File: config.mk
export PLATFORM = sky130hd
export DESIGN_NAME = mini16_core
export DESIGN_NICKNAME = d
export VERILOG_FILES = /design/src/rtl/mini16_pkg.sv /design/src/rtl/mini16_alu.sv /design/src/rtl/mini16_regfile.sv /design/src/rtl/mini16_core.sv
export SDC_FILE = /design/constraint.sdc
export NUM_CORES = 1
export LEC_CHECK = 0
export BUFFER_PORTS_ARGS = -buffer_cell sky130_fd_sc_hd__clkbuf_2
export CAP_MARGIN = 20
export CORE_UTILIZATION = 50
export CTS_CLUSTER_DIAMETER = 40
export DETAILED_ROUTE_END_ITERATION = 12
export MAX_ROUTING_LAYER = met4
export PLACE_DENSITY_LB_ADDON = 0.05
export SETUP_SLACK_MARGIN = 0.02
export SYNTH_ARGS = -nofsm -noshare
export SYNTH_HDL_FRONTEND = slang
export SYNTH_HIERARCHICAL = 1
export SYNTH_SLANG_ARGS = --single-unit
File: constraint.sdc
create_clock -name clk -period 5.2 [get_ports clk]
set_input_delay 1.04 -clock clk [delete_from_list [all_inputs] [get_ports clk]]
set_output_delay 1.04 -clock clk [all_outputs]
set_load 0.02 [all_outputs]
File: src/rtl/mini16_pkg.sv
package mini16_pkg;
   typedef enum logic [3:0] {
      OP_ADD = 4'h0, OP_SUB = 4'h1, OP_SHF = 4'h2, OP_AND = 4'h3,
      OP_OR  = 4'h4, OP_XOR = 4'h5, OP_XNOR = 4'h6, OP_ST = 4'h7,
      OP_LD  = 4'h8, OP_JS  = 4'h9, OP_BRC = 4'hA, OP_BRNZ = 4'hB,
      OP_SET = 4'hC, OP_SETHI = 4'hD, OP_SYS = 4'hE, OP_NOP = 4'hF
   } op_e;

   typedef enum logic [3:0] {
      SH_SRL = 4'h0, SH_SLL = 4'h1, SH_SRA = 4'h2, SH_SLA = 4'h3,
      SH_ROR = 4'h4, SH_ROL = 4'h5, SH_RCR = 4'h6, SH_RCL = 4'h7,
      SH_HI2LO = 4'h8, SH_LO2HI = 4'h9, SH_SWAP = 4'hA
   } shf_e;

   typedef enum logic [3:0] {
      SY_RDFLG = 4'h0, SY_WRFLG = 4'h1, SY_RDPC = 4'h2, SY_WRPC = 4'h3,
      SY_IEN = 4'h4, SY_IDIS = 4'h5, SY_IRET = 4'h6
   } sys_e;

   typedef enum logic {ST_FETCH = 1'b0, ST_EXEC = 1'b1} state_e;
endpackage

File: src/rtl/mini16_alu.sv
module mini16_alu
   import mini16_pkg::*;
#(
   parameter int W = 16
) (
   input  op_e          op,
   input  logic [3:0]   sub,
   input  logic [W-1:0] a,
   input  logic [W-1:0] b,
   input  logic         cin,
   output logic [W-1:0] y,
   output logic         cout,
   output logic         upd_c,
   output logic         upd_z
);
   localparam int H = W / 2;
   logic [W:0] sum;

   always_comb begin
      y     = '0;
      cout  = cin;
      upd_c = 1'b0;
      upd_z = 1'b0;
      sum   = '0;
      unique case (op)
         OP_ADD: begin
            sum = {1'b0, a} + {1'b0, b};
            y = sum[W-1:0]; cout = sum[W]; upd_c = 1'b1; upd_z = 1'b1;
         end
         OP_SUB: begin
            sum = {1'b0, a} - {1'b0, b};
            y = sum[W-1:0]; cout = sum[W]; upd_c = 1'b1; upd_z = 1'b1;
         end
         OP_SHF: begin
            upd_z = 1'b1;
            upd_c = (sub[3] == 1'b0);
            case (shf_e'(sub))
               SH_SRL:   begin y = {1'b0, a[W-1:1]};           cout = a[0];   end
               SH_SLL:   begin y = {a[W-2:0], 1'b0};           cout = a[W-1]; end
               SH_SRA:   begin y = {a[W-1], 1'b0, a[W-2:1]};   cout = a[0];   end
               SH_SLA:   begin y = {a[W-1], a[W-3:0], 1'b0};   cout = a[W-2]; end
               SH_ROR:   begin y = {a[0], a[W-1:1]};           cout = a[0];   end
               SH_ROL:   begin y = {a[W-2:0], a[W-1]};         cout = a[W-1]; end
               SH_RCR:   begin y = {cin, a[W-1:1]};            cout = a[0];   end
               SH_RCL:   begin y = {a[W-2:0], cin};            cout = a[W-1]; end
               SH_HI2LO: y = {{H{1'b0}}, a[W-1:H]};
               SH_LO2HI: y = {a[H-1:0], {H{1'b0}}};
               SH_SWAP:  y = {a[H-1:0], a[W-1:H]};
               default:  begin y = a; upd_z = 1'b0; end
            endcase
         end
         OP_AND:  begin y = a & b;    upd_z = 1'b1; end
         OP_OR:   begin y = a | b;    upd_z = 1'b1; end
         OP_XOR:  begin y = a ^ b;    upd_z = 1'b1; end
         OP_XNOR: begin y = ~(a ^ b); upd_z = 1'b1; end
         default: ;
      endcase
   end
endmodule

File: src/rtl/mini16_regfile.sv
module mini16_regfile #(
   parameter int NREG = 16,
   parameter int W    = 16,
   localparam int AW  = $clog2(NREG)
) (
   input  logic          clk,
   input  logic          rst_n,
   input  logic          we,
   input  logic [AW-1:0] wa,
   input  logic [W-1:0]  wd,
   input  logic [AW-1:0] ra_a,
   input  logic [AW-1:0] ra_b,
   input  logic [AW-1:0] ra_c,
   output logic [W-1:0]  rd_a,
   output logic [W-1:0]  rd_b,
   output logic [W-1:0]  rd_c
);
   logic [W-1:0] q [NREG];

   for (genvar g = 0; g < NREG; g++) begin : g_reg
      always_ff @(posedge clk or negedge rst_n) begin
         if (!rst_n)                            q[g] <= '0;
         else if (we && wa == AW'(g))           q[g] <= wd;
      end
   end

   assign rd_a = q[ra_a];
   assign rd_b = q[ra_b];
   assign rd_c = q[ra_c];
endmodule

File: src/rtl/mini16_core.sv
module mini16_core
   import mini16_pkg::*;
#(
   parameter int          W        = 16,
   parameter int          NREG     = 16,
   parameter logic [15:0] RESET_PC = 16'h0000,
   parameter logic [15:0] IRQ_VEC  = 16'h0010
) (
   input  logic         clk,
   input  logic         rst_n,
   input  logic         irq,
   output logic [15:0]  mem_addr,
   output logic         mem_rd,
   output logic         mem_wr,
   output logic [15:0]  mem_wdata,
   input  logic [15:0]  mem_rdata
);
   localparam int AW  = $clog2(NREG);
   localparam int IMW = 6;

   if (W != 16) begin : g_bad_width
      $error("mini16_core: W must be 16, the instruction width");
   end
   if (NREG != 16) begin : g_bad_nreg
      $error("mini16_core: NREG must be 16, register fields are 4 bits");
   end

   state_e       st;
   logic [15:0]  pc, ir, spc;
   logic         c_q, z_q, ie_q;
   logic [1:0]   sflg;
   logic         in_fetch, take_irq;

   op_e          op;
   logic [3:0]   sub;
   logic [7:0]   imm8;
   logic [15:0]  boff;
   logic [15:0]  va, vb, vc, alu_y;
   logic         alu_c, upd_c, upd_z;
   logic         rf_we;
   logic [15:0]  rf_wd;

   assign op       = op_e'(ir[15:12]);
   assign sub      = ir[7:4];
   assign imm8     = ir[11:4];
   assign boff     = {{(16-IMW){ir[IMW-1]}}, ir[IMW-1:0]};
   assign in_fetch = (st == ST_FETCH);
   assign take_irq = in_fetch && irq && ie_q;

   mini16_regfile #(.NREG(NREG), .W(W)) u_rf (
      .clk(clk), .rst_n(rst_n), .we(rf_we), .wa(ir[AW-1:0]), .wd(rf_wd),
      .ra_a(ir[8 +: AW]), .ra_b(ir[4 +: AW]), .ra_c(ir[0 +: AW]),
      .rd_a(va), .rd_b(vb), .rd_c(vc));

   mini16_alu #(.W(W)) u_alu (
      .op(op), .sub(sub), .a(va), .b(vb), .cin(c_q),
      .y(alu_y), .cout(alu_c), .upd_c(upd_c), .upd_z(upd_z));

   always_comb begin
      mem_addr  = pc;
      mem_rd    = 1'b0;
      mem_wr    = 1'b0;
      mem_wdata = vb;
      if (in_fetch) begin
         mem_rd = !take_irq;
      end else if (op == OP_LD) begin
         mem_addr = va + vb;
         mem_rd   = 1'b1;
      end else if (op == OP_ST) begin
         mem_addr = va + vc;
         mem_wr   = 1'b1;
      end
   end

   always_comb begin
      rf_we = 1'b0;
      rf_wd = alu_y;
      if (!in_fetch) begin
         unique case (op)
            OP_ADD, OP_SUB, OP_SHF, OP_AND, OP_OR, OP_XOR, OP_XNOR: rf_we = 1'b1;
            OP_LD:    begin rf_we = 1'b1; rf_wd = mem_rdata; end
            OP_JS:    begin rf_we = 1'b1; rf_wd = pc; end
            OP_SET:   begin rf_we = 1'b1; rf_wd = {8'h00, imm8}; end
            OP_SETHI: begin rf_we = 1'b1; rf_wd = {imm8, vc[7:0]}; end
            OP_SYS: begin
               if (sys_e'(sub) == SY_RDFLG) begin rf_we = 1'b1; rf_wd = {14'h0, sflg}; end
               if (sys_e'(sub) == SY_RDPC)  begin rf_we = 1'b1; rf_wd = spc; end
            end
            default: ;
         endcase
      end
   end

   always_ff @(posedge clk or negedge rst_n) begin
      if (!rst_n) begin
         st <= ST_FETCH; pc <= RESET_PC; ir <= '0; spc <= '0;
         c_q <= 1'b0; z_q <= 1'b0; ie_q <= 1'b0; sflg <= '0;
      end else if (in_fetch) begin
         if (take_irq) begin
            spc  <= pc;
            sflg <= {c_q, z_q};
            ie_q <= 1'b0;
            pc   <= IRQ_VEC;
         end else begin
            ir <= mem_rdata;
            pc <= pc + 16'd1;
            st <= ST_EXEC;
         end
      end else begin
         st <= ST_FETCH;
         if (upd_c) c_q <= alu_c;
         if (upd_z) z_q <= (alu_y == '0);
         unique case (op)
            OP_JS:   pc <= va + vb;
            OP_BRC:  if (c_q)  pc <= pc + boff;
            OP_BRNZ: if (!z_q) pc <= pc + boff;
            OP_SYS: begin
               case (sys_e'(sub))
                  SY_WRFLG: sflg <= vc[1:0];
                  SY_WRPC:  spc  <= vc;
                  SY_IEN:   ie_q <= 1'b1;
                  SY_IDIS:  ie_q <= 1'b0;
                  SY_IRET:  begin pc <= spc; {c_q, z_q} <= sflg; ie_q <= 1'b1; end
                  default: ;
               endcase
            end
            default: ;
         endcase
      end
   end
endmodule

# After elaboration in Yosys (flattened, before gate mapping)
# Index checks and enable logic that the tools add are counted.
[op_classes]
add_sub_neg = 6
magnitude_cmp = 3
muxes = 58
reduce_logical = 36
n_bitwise = 10
eq_ne = 47
[ops]
columns = ["operator", "n"]
rows = [
  ["$mux W16", 21],
  ["$bmux W16 S4", 3],
  ["$pmux W16 S11", 1],
  ["$pmux W16 S7", 1],
  ["$pmux W16 S5", 1],
  ["$eq A4 B4 Y1 const B", 18],
  ["$pmux W16 S4", 1],
  ["$add A16 B16 Y16", 3],
  ["$eq A4 B3 Y1 const B", 12],
  ["$eq A4 B2 Y1 const B", 6],
  ["$reduce_or A11 Y1", 2],
  ["$mux W1", 20],
  ["$logic_and A1 B1 Y1", 18],
  ["$add A16 B16 Y17", 1],
  ["$sub A16 B16 Y17", 1],
  ["$add A16 B1 Y16 const B", 1],
  ["$and A16 B16 Y16", 1],
  ["$logic_not A16 Y1", 1],
  ["$not A16 Y16", 1],
  ["$or A16 B16 Y16", 1],
  ["$xor A16 B16 Y16", 1],
  ["$ge A5 B5 Y1 const B", 3],
  ["$not A4 Y5", 3],
  ["$eq A4 B1 Y1 const B", 3],
  ["18 further kinds", 36],
]
[totals]
elab_cells = 184
input_bits = 19
regBits = 310
out_inout_bits = 34

# Depth between registers and ports, before layout
# Gate-level depths: netlist of the first run.
[logic_depth]
depth_word = 11
ltp_mapped = 20
ltp_nobuf = 18

# Modules after synthesis
# Netlist of the first run, hierarchy kept.
[by_module_without_submodules]
columns = ["mod", "cells_each", "seq_area_each_um2", "instances", "area_per_inst_um2"]
rows = [
  ["mini16_regfile", 985, 6406.1, 1, 15205.8],
  ["mini16_core", 808, 1351.3, 1, 6120.9],
  ["mini16_alu", 517, 0.0, 1, 3420.8],
]

# Worst setup path after synthesis of the first run
# No wires, ideal clock.
[synth_timing]
path_type = "reg-to-output"
startpoint = "reg ir[5]"
endpoint = "out mem_addr[8]"
t_arrival_ps = 4120
path_stages_with_launch = 16
setup_slack_ps = 40
path_buffers = 2
path_cell_list = "dfrtp_1 -> clkbuf_1 -> clkbuf_1 -> mux4_2 -> a22oi_1 -> nand2_1 -> ha_1 -> inv_1 -> fa_1 -> nor2b_1 -> o2111a_1 -> o21a_1 -> o21ai_0 -> nand2_1 -> xnor2_1 -> a222oi_1"
[synth_via]
elab_chain_cells = 7
[synth_lines]
columns = ["element", "line_no", "text"]
rows = [
  ["start, declared", "mini16_core.sv:29", "logic [15:0] pc, ir, spc;"],
  ["start signal, assigned", "mini16_core.sv:105", "ir <= mem_rdata;"],
  ["$not A4 Y5 (implied by the code)", "mini16_regfile.sv:28", "assign rd_b = q[ra_b];"],
  ["$bmux W16 S4", "mini16_regfile.sv:28", ""],
  ["$mux W16 (implied by the code) (2 in a row)", "mini16_regfile.sv:28", ""],
  ["net mem_wdata[0]", "mini16_core.sv:15", "output logic [15:0] mem_wdata,"],
  ["$add A16 B16 Y16", "mini16_core.sv:67", "mem_addr = va + vb;"],
  ["$mux W16", "mini16_core.sv:66", "end else if (op == OP_LD) begin"],
  ["$mux W16", "mini16_core.sv:64", "if (in_fetch) begin"],
  ["end, declared", "mini16_core.sv:12", "output logic [15:0] mem_addr,"],
]
# The timed path passes the listed nets, and every way through them passes these cells. The select of a mux whose other input is x is not followed.

# Final worst setup path of the first run
[layout_timing]
startpoint = "reg ir[0]"
endpoint = "out mem_addr[12]"
[layout_via]
elab_chain_cells = 8
[layout_lines]
columns = ["element", "line_no", "text"]
rows = [
  ["$not A4 Y5 (implied by the code)", "mini16_regfile.sv:29", "assign rd_c = q[ra_c];"],
  ["$bmux W16 S4", "mini16_regfile.sv:29", ""],
  ["$mux W16 (implied by the code) (2 in a row)", "mini16_regfile.sv:29", ""],
  ["net vc[1]", "mini16_core.sv:38", "logic [15:0] va, vb, vc, alu_y;"],
  ["$add A16 B16 Y16", "mini16_core.sv:70", "mem_addr = va + vc;"],
  ["$mux W16", "mini16_core.sv:69", "end else if (op == OP_ST) begin"],
  ["$mux W16", "mini16_core.sv:66", ""],
  ["$mux W16", "mini16_core.sv:64", ""],
]
# The timed path passes the listed nets, and every way through them passes these cells. The select of a mux whose other input is x is not followed.

==> results.py, run 1 <==
metrics = {
    "drt": {
        "first_pass_iters": 6,
        "drt-wirelength-per-cell_microns": 30.3,
        "routed_via_density": 6.86,
        "antenna_left": 0,
        "via_count": 22200,
        "drc": 0,
        "drt_wl_total_microns": 98000,
        "dr.first_iter.drc_count": 2658,
    },
    "floorplan": {
        "die_y_microns": 224,
        "fp.dieW_microns": 224,
        "row_count": 81,
        "fp.dieArea_sq_um": 50400,
        "start_util_pct": 50.7,
        "coreArea_sq_um": 48800,
        "boundaryPins": 53,
    },
    "sta": {
        "fmax_mhz": 188,
        "fin_hold_ws_ps": 459,
        "tightestPinTransition_ps": 1150,
        "slew_viol_final": 0,
        "clock_skew_ps": 47.1,
        "setup_ws_ps": -123,
        "finalCritPeriodShare_pct": 102,
        "slew_headroom_pct": 22.6,
        "rsz0062_at_grt": "true",
        "period_minus_slack_ps": 5320,
        "finalSetupViolCount": 5,
        "hold_violations": 0,
    },
    "final_layout": {
        "area_delta_synth_final_pct": 23.4,
        "stdcell_count": 3240,
        "n_fill_cell": 3956,
        "post_route_cells_drive_above_1_share_pct": 42.3,
        "diodes": 0,
        "nets": 2652,
    },
    "cts": {
        "cts_num_sinks": 310,
        "cts_root_buf": "clkbuf_16",
        "cts_tree": "built",
        "cts_buffers": 55,
        "htreeDepth": 2,
        "ctsLongestPathBuffers": 3,
        "clkTransAtPathRegs_ps": 60,
        "clock_latency_ps": 620,
    },
    "yosys": {
        "ys_warn_count": 6,
        "yosys.area.top_type": "dfrtp_1",
        "syn_avg_cell_area_sq_um": 10.7,
        "synthFlopType": "dfrtp_1",
        "seq_area_frac_synth_pct": 31.3,
        "synthTopCellsByArea": "dfrtp_1, mux4_2, mux2_2",
        "synth-async-reset-ratio_pct": 100,
        "synth_top_area_share_pct": 31.3,
        "netlist_instances": 2310,
        "synth_area_sq_um": 24700,
        "syn-num-nets": 2431,
        "ys_ff_latch": 310,
        "synth_edf_count": 0,
        "synth_cell_types": 97,
    },
    "critical_path": {
        "path_max_fanout": 5,
        "required_ps": 4160,
        "cp.arrival_ps": 4280,
        "crit_path_end_kind": "output pin",
        "critPathLaunchType": "flop",
        "crit_type": "flop to output pin",
    },
    "global_route": {
        "grt_use_met1_pct": 52.3,
        "first_global_vias": 21800,
        "antenna_found_initial": 0,
        "grt_usage_pct": 40.1,
        "use_met3_pct": 6.95,
        "met2_usage_pct": 60.9,
        "grt_first_pass_wirelength_microns": 144000,
        "grt_max_degree": 98,
        "grt_overflow_total": 0,
        "top_usage_layer": "met2",
    },
    "place": {
        "io_buffers": 52,
        "post-place-ws_ps": 24.7,
        "dp_hpwl_microns": 69500,
        "dp_cells": 3073,
        "gp_congestion": 1.03,
    },
    "min_path": {
        "min_path_type": "input pin to asynchronous set/reset pin",
    },
    "run_status": {
        "violations": "setup timing",
        "status": "finished, violations left",
    },
    "flow_run": {
        "max_cap_viol_count": 0,
    },
}
## Yosys cell counts (all sizes together) (6+ instances only)
cell       n
o31ai      6
buf       81
a21oi    136
nor2     125
and2      12
nand3     29
nand3b    11
dfrtp    310
nor4       6
a221oi    28
a221o      7
a21o      30
mux2i     32
and3      11
a211oi    15
inv       75
o22ai     23
a31oi     20
o211ai    22
o21ai     94
o21bai    10
ha        97
nor3      24
o221ai     8
a21boi     6
o21a      13
a222oi    10
nand4     10
a22o      15
mux2     256
nand2b    14
a2bb2oi    7
a22oi    114
mux4     192
a2111oi    6
xor2      15
or3        7
nor2b     19
clkbuf   100
xnor2     36
nand2    209
## cell usage in the layout (no fill, tap or decap), drive strengths merged, types with 7 or more instances in the layout
master and instances:
and2 12, o21bai 10, nand2b 14, o21ai 94
a221o 7, and3 11, buf 297, o221ai 8
o22ai 23, a22oi 114, a221oi 28, mux2i 32
o21a 13, nor2b 19, a222oi 10, a21oi 136
nand3 29, nor3 24, nand4 10, o211ai 22
or3 7, a21o 30, clkinv 17, nor2 125
mux2 256, a211oi 15, nand3b 11, mux4 192
a22o 15, dfrtp 310, clkbuf 114, xnor2 36
ha 97, xor2 15, a31oi 20, a2bb2oi 7
inv 87, nand2 209
## sequential cells by signal (all words and copies together) (netlist names)
name,count
u_rf/q,256
st,1
ie_q,1
pc,16
spc,16
ir,16
sflg,2
z_q,1
c_q,1
## kinds of logic after synthesis
logic type | Yosys count | synth area share, %
AO/OA/AOI/OAI | 611 | 17.0
XOR/XNOR | 51 | 1.80
adder cells (fa/ha/maj) | 102 | 5.31
buffers and inverters | 257 | 4.55
flip-flops | 310 | 31.3
multiplexers | 480 | 30.4
AND/OR/NAND/NOR | 499 | 9.52
## path summary, 6_finish.rpt
kind,slack (ps),to,cells after the start,startpoint
min in group clk,540,sflg[0]$_DFFE_PN0P_,2,sflg[0]$_DFFE_PN0P_
worst max-delay path,-120,mem_addr[12],15,ir[0]$_DFFE_PN0P_
worst min-delay path,460,c_q$_DFFE_PN0P_,1,rst_n
max in group asynchronous,3530,u_rf/q[60]$_DFFE_PN0P_,2,rst_n
worst min register to register,540,sflg[0]$_DFFE_PN0P_,2,sflg[0]$_DFFE_PN0P_
worst max register to register,180,z_q$_DFFE_PN0P_,19,ir[8]$_DFFE_PN0P_
## critical path, cell delays in order, from the launching register on
cell and delay (ps):
dfrtp_4 510, buf_12 160, buf_12 120, mux4_2 420
a22oi_2 180, nand2_2 140, buf_6 150, fa_2 420
a211oi_4 290, nor2_4 80, o21ai_2 160, o21bai_2 110
a221oi_2 290, xnor2_1 140, a221o_1 340, buf_6 140
## routing by layer
metal	vias to the layer above	wire (microns)
li1	9396	-
met1	11300	38800
met2	1299	44900
met3	292	8970
met4	0	5330
met5	-	0
## layout make-up
cell class / count / area, sq um / area share (%)
inverter: 76 / 285 / 0.934
multi-input combinational: 1743 / 16700 / 54.8
clock buffer: 68 / 1470 / 4.80
clock inverter: 34 / 418 / 1.37
sequential: 310 / 7780 / 25.5
tap: 664 / 831 / 2.72
timing repair buffer: 345 / 3020 / 9.88
## metrics by stage
step	area, sq um	TNS [ps]	utilization, %
4_1_cts	29800	-353	61.1
6_report	30500	-345	62.5
3_5_place_dp	27000	0	55.3
3_3_place_gp	27000	-35.6	55.3
5_1_grt	30500	-1000	62.5
2_1_floorplan	24700	0	-
## repair_timing
item / CTS / global route
setup buffers: 32 / 29
endpoints found under the setup margin: 19 / 59
hold buffers: 0 / 0
gates cloned: 3 / 1
pin swaps: 19 / 43
gates resized for setup: 113 / 94
Power of run 1 is not shown: default switching activity piles up to over one toggle a cycle in this logic, so the estimate is an artifact.
==> run 2, diff against run 1 <==
--- a/config.mk
+++ b/config.mk
@@ -7,7 +7,7 @@
 export LEC_CHECK = 0
 export BUFFER_PORTS_ARGS = -buffer_cell sky130_fd_sc_hd__clkbuf_2
 export CAP_MARGIN = 20
-export CORE_UTILIZATION = 50
+export CORE_UTILIZATION = 65
 export CTS_CLUSTER_DIAMETER = 40
 export DETAILED_ROUTE_END_ITERATION = 12
 export MAX_ROUTING_LAYER = met4
==> results.py, run 2 (synthesis results as in run 1) <==
metrics = {
    "critical_path": {
        "crit_type": "flop to output pin",
        "path_max_fanout": 10,
        "required_ps": 4160,
        "crit_path_end_kind": "output pin",
        "critPathLaunchType": "flop",
        "cp.arrival_ps": 4510,
    },
    "floorplan": {
        "boundaryPins": 53,
        "fp.dieW_microns": 197,
        "coreArea_sq_um": 37600,
        "fp.dieArea_sq_um": 38900,
        "start_util_pct": 65.9,
        "row_count": 71,
        "die_y_microns": 197,
    },
    "sta": {
        "setup-tns-final_ps": -2510,
        "period_minus_slack_ps": 5550,
        "fin_hold_ws_ps": 493,
        "clock_skew_ps": 73.4,
        "tightestPinTransition_ps": 1310,
        "hold_violations": 0,
        "finalSetupViolCount": 12,
        "rsz0062_at_grt": "true",
        "finalCritPeriodShare_pct": 107,
        "fmax_mhz": 180,
        "slew_headroom_pct": 12.1,
        "slew_viol_final": 0,
        "setup_ws_ps": -355,
    },
    "final_layout": {
        "final_cell_mix": "dfrtp_1, mux2_2, buf_4",
        "mostFrequentLayoutCell": "dfrtp_1",
        "largest_register_ffs": 256,
        "post_route_cells_drive_above_1_share_pct": 42.0,
        "post-route-util_pct": 80.2,
        "stdcell_count": 3032,
        "area_delta_synth_final_pct": 21.7,
        "largest-register": "u_rf/q",
        "nets": 2602,
    },
    "drt": {
        "drt-wirelength-per-cell_microns": 36.4,
        "drc": 0,
        "antenna_left": 0,
        "routed_via_density": 8.18,
        "first_pass_iters": 11,
        "drt_wl_total_microns": 110000,
        "via_count": 24800,
        "dr.first_iter.drc_count": 4736,
    },
    "global_route": {
        "grt_overflow_total": 0,
        "grt_first_pass_wirelength_microns": 153000,
        "grt_max_degree": 106,
        "antenna_found_initial": 2,
        "first_global_vias": 23700,
        "grt_usage_pct": 55.8,
    },
    "cts": {
        "cts_num_sinks": 310,
        "holdBufCountCts": 0,
        "cts_root_buf": "clkbuf_16",
        "clkTransAtPathRegs_ps": 60,
        "htreeDepth": 2,
        "cts_buffers": 48,
        "cts_tree": "built",
        "clock_latency_ps": 650,
        "ctsLongestPathBuffers": 3,
    },
    "min_path": {
        "min_path_type": "input pin to asynchronous set/reset pin",
    },
    "place": {
        "gp_congestion": 1.10,
        "dp_hpwl_microns": 64500,
        "dp_cells": 2852,
        "io_buffers": 52,
    },
    "run_status": {
        "violations": "setup timing",
        "status": "finished, violations left",
    },
    "flow_run": {
        "max_cap_viol_count": 0,
    },
}
[run 2: cell types whose count changed in the layout (fill, tap and decap cells not counted), sizes merged]
cell and delta:
inv +1, clkbuf -12, clkinvlp +2, diode +2
clkinv -8, buf -41, bufinv +1
[run 2: worst max-delay path: stages (launching register included)]
cell and delay, ps:
dfrtp_4 470, buf_6 220, buf_16 210, buf_4 200
mux4_2 610, a22oi_2 270, nand2_2 210, ha_4 310
a21o_1 160, a211oi_1 280, a32oi_2 170, xnor2_1 210
nor2_1 80, a221o_1 280, clkbuf_8 160
[run 2: layer usage]
layer / vias to the layer above / track usage (%) / wire, microns
met5: - / - / 0
met4: 0 / 39.8 / 12100
met3: 1036 / 21.8 / 18900
met2: 2757 / 77.9 / 44700
met1: 11700 / 65.8 / 34600
li1: 9281 / - / -
[run 2: through the flow]
| step | setup slack (ps) | area [sq um] |
|---|---|---|
| after floorplan | 39.8 | 24700 |
| after global placement | -56.7 | 26200 |
| after detailed placement | -70.1 | 26200 |
| after CTS | -63.0 | 29400 |
| after global routing | -372 | 30100 |
| final | -355 | 30100 |
[run 2: final timing paths]
kind / depth (start not counted) / end / start / slack, ps
worst max-delay path: 14 / mem_addr[14] / ir[0]$_DFFE_PN0P_ / -350
worst min-delay path: 1 / c_q$_DFFE_PN0P_ / rst_n / 490
worst max register to register: 21 / z_q$_DFFE_PN0P_ / ir[8]$_DFFE_PN0P_ / 20
worst min register to register: 2 / sflg[1]$_DFFE_PN0P_ / sflg[1]$_DFFE_PN0P_ / 530
max in group asynchronous: 2 / u_rf/q[177]$_DFFE_PN0P_ / rst_n / 3500
min in group clk: 2 / sflg[1]$_DFFE_PN0P_ / sflg[1]$_DFFE_PN0P_ / 530
[run 2: area by class of cell]
| type | instances | area, sq um |
|---|---|---|
| sequential | 310 | 7780 |
| timing repair buffer | 302 | 2770 |
| fill | 2102 | 7450 |
| multi-input combinational | 1743 | 16900 |
| clock buffer | 58 | 1320 |
| tap | 511 | 639 |
| clock inverter | 30 | 397 |
| antenna | 2 | 5.00 |
| inverter | 76 | 285 |
[run 2: repair_timing]
item                       CTS  global route
resized for setup          159           112
buffers inserted            61            23
setup endpoints to repair   54           172
gates cloned                 7             0
hold endpoints to repair     0             0
pin swaps                   57            55
Power of run 2 is left out for the same reason.
